[config.mk]
export PLATFORM = sky130hd
export DESIGN_NAME = pt_walker
export DESIGN_NICKNAME = d
export VERILOG_FILES = /design/src/rtl/pw_pkg.sv /design/src/rtl/pw_addr_gen.sv /design/src/rtl/pw_perm.sv /design/src/rtl/pt_walker.sv
export SDC_FILE = /design/constraint.sdc
export NUM_CORES = 1
export LEC_CHECK = 0
export ABC_AREA = 1
export BUFFER_PORTS_ARGS = -buffer_cell sky130_fd_sc_hd__buf_2
export CAP_MARGIN = 5
export CORE_UTILIZATION = 56
export CTS_CLUSTER_DIAMETER = 50
export CTS_CLUSTER_SIZE = 12
export DETAILED_ROUTE_END_ITERATION = 10
export PLACE_DENSITY_LB_ADDON = 0.25
export SYNTH_ARGS = -nofsm -noshare
export SYNTH_HDL_FRONTEND = slang
export SYNTH_SLANG_ARGS = --single-unit
[constraint.sdc]
create_clock -name clk -period 3.5 [get_ports clk]
set_clock_uncertainty 0.1 [all_clocks]
set_input_delay 0.175 -clock clk [delete_from_list [all_inputs] [get_ports clk]]
set_output_delay 0.175 -clock clk [all_outputs]
set_load 0.005 [all_outputs]
[src/rtl/pw_pkg.sv]
package pw_pkg;

   typedef enum logic [1:0] {
      ACC_READ  = 2'd0,
      ACC_WRITE = 2'd1,
      ACC_FETCH = 2'd2
   } acc_kind_e;

   typedef enum logic [3:0] {
      S_IDLE,
      S_RD_DIR,
      S_EV_DIR,
      S_WR_DIR,
      S_RD_TBL,
      S_EV_TBL,
      S_CHECK,
      S_WR_LEAF,
      S_RESP
   } walk_st_e;

   // entry flag positions
   localparam int B_PRES    = 0;
   localparam int B_RW      = 1;
   localparam int B_USR     = 2;
   localparam int B_ACC     = 5;
   localparam int B_DIRTY   = 6;
   localparam int B_PS      = 7;
   localparam int B_LG_RSVD = 21;
   localparam int LG_HI_LSB = 13;
   localparam int LG_HI_MAX = 8;
   localparam int ENT_W     = 32;

   typedef struct packed {
      logic rsvd;
      logic user;
      logic write;
      logic prot;
   } flt_code_t;

endpackage

[src/rtl/pw_addr_gen.sv]
module pw_addr_gen
   import pw_pkg::*;
#(
   parameter int PA_W     = 40,
   parameter bit LARGE_EN = 1'b1
) (
   input  logic [ENT_W-1:0] base,
   input  logic [31:0]      lin,
   input  logic [ENT_W-1:0] pde,
   input  logic [ENT_W-1:0] pte,
   input  logic             a20_gate,
   output logic [PA_W-1:0]  dir_addr,
   output logic [PA_W-1:0]  tbl_addr,
   output logic [PA_W-1:0]  phys_flat,
   output logic [PA_W-1:0]  phys_small,
   output logic [PA_W-1:0]  phys_large
);
   localparam int HI_W = PA_W - 32;

   logic [PA_W-1:0] a20m;
   logic            unused_bits;

   always_comb begin
      a20m     = '1;
      a20m[20] = a20_gate;
   end

   assign dir_addr   = PA_W'({base[31:12], lin[31:22], 2'b00}) & a20m;
   assign tbl_addr   = PA_W'({pde[31:12], lin[21:12], 2'b00}) & a20m;
   assign phys_flat  = PA_W'(lin) & a20m;
   assign phys_small = PA_W'({pte[31:12], lin[11:0]}) & a20m;

   generate
      if (!LARGE_EN) begin : g_no_large
         assign phys_large = '0;
      end else if (HI_W == 0) begin : g_large_32
         assign phys_large = PA_W'({pde[31:22], lin[21:0]}) & a20m;
      end else begin : g_large_hi
         assign phys_large = {pde[LG_HI_LSB +: HI_W], pde[31:22], lin[21:0]} & a20m;
      end
   endgenerate

   assign unused_bits = ^{base[11:0], pde[12:0], pte[11:0]};

endmodule

[src/rtl/pw_perm.sv]
module pw_perm
   import pw_pkg::*;
(
   input  logic [ENT_W-1:0] pde,
   input  logic [ENT_W-1:0] pte,
   input  logic             leaf_is_dir,
   input  logic             user,
   input  logic             is_wr,
   input  logic             wprot,
   output logic             deny,
   output logic             need_upd,
   output logic [ENT_W-1:0] leaf_new
);
   logic [ENT_W-1:0] leaf;
   logic             eff_u;
   logic             eff_rw;

   always_comb begin
      leaf   = leaf_is_dir ? pde : pte;
      eff_u  = pde[B_USR] & (leaf_is_dir | pte[B_USR]);
      eff_rw = pde[B_RW]  & (leaf_is_dir | pte[B_RW]);
      deny   = (user & ~eff_u) | (is_wr & ~eff_rw & (user | wprot));

      leaf_new        = leaf;
      leaf_new[B_ACC] = 1'b1;
      if (is_wr) leaf_new[B_DIRTY] = 1'b1;
      need_upd = (leaf_new != leaf);
   end

endmodule

[src/rtl/pt_walker.sv]
module pt_walker
   import pw_pkg::*;
#(
   parameter int PA_W     = 40,
   parameter bit LARGE_EN = 1'b1
) (
   input  logic             clk,
   input  logic             rst_n,
   input  logic             req_valid,
   output logic             req_ready,
   input  logic [31:0]      req_lin,
   input  logic [1:0]       req_kind,
   input  logic             req_user,
   input  logic             ctl_paging,
   input  logic             ctl_large,
   input  logic             ctl_wprot,
   input  logic             ctl_a20_gate,
   input  logic [31:0]      ctl_base,
   output logic             mem_valid,
   output logic             mem_write,
   output logic [PA_W-1:0]  mem_addr,
   output logic [31:0]      mem_wdata,
   input  logic             mem_ready,
   input  logic [31:0]      mem_rdata,
   output logic             done,
   output logic             fault,
   output logic [PA_W-1:0]  phys_addr,
   output logic [3:0]       fault_code,
   output logic [31:0]      fault_addr
);

   generate
      if (PA_W < 32 || PA_W > 32 + LG_HI_MAX) begin : g_bad_pa_w
         initial $fatal(1, "pt_walker: PA_W must lie in 32..40");
      end
   endgenerate

   walk_st_e         st, st_nx;
   acc_kind_e        kind_q;
   logic [31:0]      lin_q, lin_sel;
   logic             user_q, lg_q, lg_hit, is_wr;
   logic [ENT_W-1:0] pde_q, pte_q, leaf_new, dir_wb;
   logic [PA_W-1:0]  dir_addr, tbl_addr, phys_flat, phys_small, phys_large, leaf_phys;
   logic             deny, need_upd;
   logic             fin, fin_flt;
   flt_code_t        fin_code;
   logic [PA_W-1:0]  fin_phys;

   assign is_wr     = (kind_q == ACC_WRITE);
   assign lin_sel   = (st == S_IDLE) ? req_lin : lin_q;
   assign req_ready = (st == S_IDLE);
   assign leaf_phys = lg_q ? phys_large : phys_small;

   always_comb begin
      dir_wb        = pde_q;
      dir_wb[B_ACC] = 1'b1;
   end

   generate
      if (LARGE_EN) begin : g_lg_on
         assign lg_hit = ctl_large & pde_q[B_PS];
      end else begin : g_lg_off
         logic unused_lg;
         assign unused_lg = ctl_large;
         assign lg_hit    = 1'b0;
      end
   endgenerate

   pw_addr_gen #(.PA_W(PA_W), .LARGE_EN(LARGE_EN)) u_addr (
      .base       (ctl_base),
      .lin        (lin_sel),
      .pde        (pde_q),
      .pte        (pte_q),
      .a20_gate   (ctl_a20_gate),
      .dir_addr   (dir_addr),
      .tbl_addr   (tbl_addr),
      .phys_flat  (phys_flat),
      .phys_small (phys_small),
      .phys_large (phys_large)
   );

   pw_perm u_perm (
      .pde         (pde_q),
      .pte         (pte_q),
      .leaf_is_dir (lg_q),
      .user        (user_q),
      .is_wr       (is_wr),
      .wprot       (ctl_wprot),
      .deny        (deny),
      .need_upd    (need_upd),
      .leaf_new    (leaf_new)
   );

   // memory port drive
   always_comb begin
      mem_valid = 1'b0;
      mem_write = 1'b0;
      mem_addr  = '0;
      mem_wdata = '0;
      unique case (st)
         S_RD_DIR: begin
            mem_valid = 1'b1;
            mem_addr  = dir_addr;
         end
         S_WR_DIR: begin
            mem_valid = 1'b1;
            mem_write = 1'b1;
            mem_addr  = dir_addr;
            mem_wdata = dir_wb;
         end
         S_RD_TBL: begin
            mem_valid = 1'b1;
            mem_addr  = tbl_addr;
         end
         S_WR_LEAF: begin
            mem_valid = 1'b1;
            mem_write = 1'b1;
            mem_addr  = lg_q ? dir_addr : tbl_addr;
            mem_wdata = leaf_new;
         end
         default: ;
      endcase
   end

   // walk sequencing and completion decision
   always_comb begin
      st_nx    = st;
      fin      = 1'b0;
      fin_flt  = 1'b0;
      fin_code = '{rsvd: 1'b0, user: user_q, write: is_wr, prot: 1'b0};
      fin_phys = leaf_phys;
      unique case (st)
         S_IDLE: begin
            if (req_valid) begin
               if (!ctl_paging) begin
                  fin      = 1'b1;
                  fin_phys = phys_flat;
               end else begin
                  st_nx = S_RD_DIR;
               end
            end
         end
         S_RD_DIR: if (mem_ready) st_nx = S_EV_DIR;
         S_EV_DIR: begin
            if (!pde_q[B_PRES]) begin
               fin     = 1'b1;
               fin_flt = 1'b1;
            end else if (lg_hit) begin
               if (pde_q[B_LG_RSVD]) begin
                  fin           = 1'b1;
                  fin_flt       = 1'b1;
                  fin_code.rsvd = 1'b1;
                  fin_code.prot = 1'b1;
               end else begin
                  st_nx = S_CHECK;
               end
            end else if (!pde_q[B_ACC]) begin
               st_nx = S_WR_DIR;
            end else begin
               st_nx = S_RD_TBL;
            end
         end
         S_WR_DIR: if (mem_ready) st_nx = S_RD_TBL;
         S_RD_TBL: if (mem_ready) st_nx = S_EV_TBL;
         S_EV_TBL: begin
            if (!pte_q[B_PRES]) begin
               fin     = 1'b1;
               fin_flt = 1'b1;
            end else begin
               st_nx = S_CHECK;
            end
         end
         S_CHECK: begin
            if (deny) begin
               fin           = 1'b1;
               fin_flt       = 1'b1;
               fin_code.prot = 1'b1;
            end else if (need_upd) begin
               st_nx = S_WR_LEAF;
            end else begin
               fin = 1'b1;
            end
         end
         S_WR_LEAF: if (mem_ready) fin = 1'b1;
         S_RESP:    st_nx = S_IDLE;
         default:   st_nx = S_IDLE;
      endcase
      if (fin) st_nx = S_RESP;
   end

   always_ff @(posedge clk) begin
      if (!rst_n) begin
         st         <= S_IDLE;
         kind_q     <= ACC_READ;
         lin_q      <= '0;
         user_q     <= 1'b0;
         lg_q       <= 1'b0;
         pde_q      <= '0;
         pte_q      <= '0;
         done       <= 1'b0;
         fault      <= 1'b0;
         phys_addr  <= '0;
         fault_code <= '0;
         fault_addr <= '0;
      end else begin
         st   <= st_nx;
         done <= fin;
         if (st == S_IDLE && req_valid) begin
            lin_q  <= req_lin;
            kind_q <= acc_kind_e'(req_kind);
            user_q <= req_user;
            lg_q   <= 1'b0;
         end
         if (st == S_RD_DIR && mem_ready) pde_q <= mem_rdata;
         if (st == S_RD_TBL && mem_ready) pte_q <= mem_rdata;
         if (st == S_EV_DIR) lg_q <= lg_hit;
         if (fin) begin
            fault <= fin_flt;
            if (fin_flt) begin
               fault_code <= fin_code;
               fault_addr <= lin_q;
            end else begin
               phys_addr <= fin_phys;
            end
         end
      end
   end

endmodule

==> impl_metrics.tcl <==
set metrics [dict create \
    outcome "finished clean" \
    fp.dieArea_um2 15400 \
    p_per_area_nw_per_um2 820 \
    endpoint "mem_addr[15]" \
    cp-start-kind "register" \
    firstDrtPassIters 6 \
    final_common_cell "nand2_1" \
    cp_data_arrival_time_ns 2.86 \
    die_x_um 124 \
    async_flop_share_pct 0 \
    final-hold-violation-count 0 \
    initial_utilization_pct 57.6 \
    area_growth_pct 29.2 \
    hold_class "primary input to register" \
    worstMarginPinSlew_ns 1.09 \
    nets 1596 \
    rows 44 \
    hpwl_mm 16.8 \
    numCtsBuffers 17 \
    reg2reg_from "st[0]" \
    synth_largest_area_cell "dfxtp_1" \
    core_um2 14500 \
    vias 9115 \
    period_minus_slack_ns 3.13 \
    syn_avg_cell_area_um2 6.77 \
    synth-edff-count 0 \
    final_util_pct 74.4 \
    post_cts_buffers 0 \
    globalRouteOverflowTotal 0 \
    ff_latch_area_um2 3640 \
    clk_latency_ns 0.44 \
    synth_top_area_share_pct 43.5 \
    r2r-end "kind_q[1]" \
    gp_congestion 0.888 \
    syn_inst 1237 \
    syn_area_um2 8370 \
    multi_input_area_um2 3690 \
    timing_worst_setup_path_type "register to primary output" \
    cts-root-buf "clkbuf_16" \
    fin_total_pwr_uw 8870 \
    ant_nets 0 \
    drc 0 \
    yosys_warnings 0 \
    drt-vias-per-instance 5.41 \
    cts_buffer_depth 2 \
    rsz0062_at_grt "no" \
    fmax_mhz 319 \
    placed_cells 1585 \
    path_clk_slew_ns 0.06 \
    ios 260 \
    antenna_found_initial 0 \
    critPathMaxFanout 20 \
    die_height_um 124 \
    setup_viol 0 \
    layout-drive-gt1-share_pct 20.8 \
    wl_per_cell_um 15.6 \
    drt_iter0_markers 764 \
    fin_crit_sh_pct 89.5 \
    grt_max_degree 80 \
    design_area_um2 10800 \
    cts.htree.levels 4 \
    slew_headroom_pct 26.8 \
    ys_seq_elements 182 \
    reg2regPathDepth 7 \
    cts_tree "yes" \
    diodes 0 \
    crit_required_ns 3.22 \
    slew_violations 0 \
    peakVddDrop_uv 534 \
    fin_cells 1685 \
    layout_common_cells "nand2_1, buf_2, o21ai_0, dfxtp_1, inv_1" \
    crit_path_end_kind "primary output" \
    ys_types 26 \
    synth.area.top_cells "dfxtp_1, o21ai_0, nand2_1" \
    cap_viol_max_count 0 \
    grt_use_total_pct 33.7 \
    port-buffer-count 237 \
    drt-total-wl_mm 26.3 \
    rrSetupSlack_ns 0.82 \
    synthFlopType "dfxtp_1" \
    fillers 1157 \
    cp-startpoint "st[1]" \
    grt_pass1_vias 8342 \
    p_leak_uw 0.00514 \
    grt_pass1_wl_mm 41.9 \
    setup_tns_ns 0 \
    yosysSeqAreaShare_pct 43.5 \
    postPlaceCellArea_um2 9510 \
    clock-sinks 182 \
]
## metrics by stage
step,setup slack [ns],hold WS (ns)
4_1_cts,0.216,0.0127
2_1_floorplan,1.81,0.240
5_1_grt,0.182,0.0273
6_report,0.367,0.0146
3_3_place_gp,0.774,0.329
3_5_place_dp,0.686,0.334
## Yosys cell counts (5+ instances only)
| cell | number |
|---|---|
| a21oi_1 | 141 |
| a22o_1 | 9 |
| buf_2 | 23 |
| buf_4 | 15 |
| clkbuf_1 | 54 |
| dfxtp_1 | 182 |
| inv_1 | 158 |
| inv_2 | 15 |
| nand2_1 | 244 |
| nand3_1 | 33 |
| nor2_1 | 89 |
| nor2_2 | 5 |
| o21ai_0 | 213 |
| o21ai_1 | 12 |
| o22ai_1 | 23 |
## report_power, final
part	switching, uW	total, uW	leakage (uW)	internal, uW
logic	2610	3900	0.00336	1290
registers	296	2980	0.00149	2680
clock network	826	1990	0.000289	1160
total	3740	8870	0.00514	5140
## registers in the layout (all words and copies together) (netlist names)
name        count
phys_addr      40
fault_addr     32
lin_q          32
pde_q          32
pte_q          32
fault_code      4
st              4
kind_q          2
done            1
fault           1
lg_q            1
user_q          1
## what timing repair did
action | in CTS | in global routing
hold buffers | 69 | 0
resized for setup | 0 | 2
setup endpoints to repair | 0 | 12
endpoints found under the hold margin | 100 | 0
## how the worst min path moves through the flow
stage | startpoint | end | slack [ns] | cells after the start
3_3_place_gp | pte_q[27] | pte_q[27] | 0.33 | 2
6_report | req_lin[27] | lin_q[27] | 0.01 | 3
2_1_floorplan | req_kind[1] | kind_q[1] | 0.24 | 2
5_1_grt | req_lin[27] | lin_q[27] | 0.03 | 3
3_5_place_dp | pte_q[23] | pte_q[23] | 0.33 | 2
4_1_cts | req_lin[27] | lin_q[27] | 0.01 | 3
## kinds of logic (layout without fill, tap and decap cells)
family	after synthesis	in the layout	synth area share (%)
buffers and inverters	267	522	13.0
AOI/OAI and AO/OA	402	402	25.0
other	1	10	0.0448
and+or+nand+nor	385	385	18.5
DFF	182	182	43.5
## routing by layer
layer / GRT usage, % / vias to the layer above / routed length, um
li1: - / 4454 / -
met1: 41.8 / 4138 / 10900
met3: 7.00 / 98 / 1860
met5: 0 / - / 0
met2: 54.9 / 425 / 12300
met4: 17.8 / 0 / 1180
## area by class of cell
cell class / instances / share of cell area, %
Inverter: 174 / 6.08
Sequential cell: 182 / 33.7
Multi-Input combinational cell: 797 / 34.1
Tap cell: 184 / 2.13
Timing Repair Buffer: 317 / 18.4
Clock inverter: 11 / 1.38
Clock buffer: 20 / 4.22
## critical path: stages, from the launching register on
cell        delay (ns)
dfxtp_1           0.45
nand2_1           0.15
nor2_1            0.19
nand2_1           0.33
nand2_2           0.35
clkinvlp_4        0.39
o21ai_0           0.38
buf_2             0.18
Power figures use the tool's default switching activity.
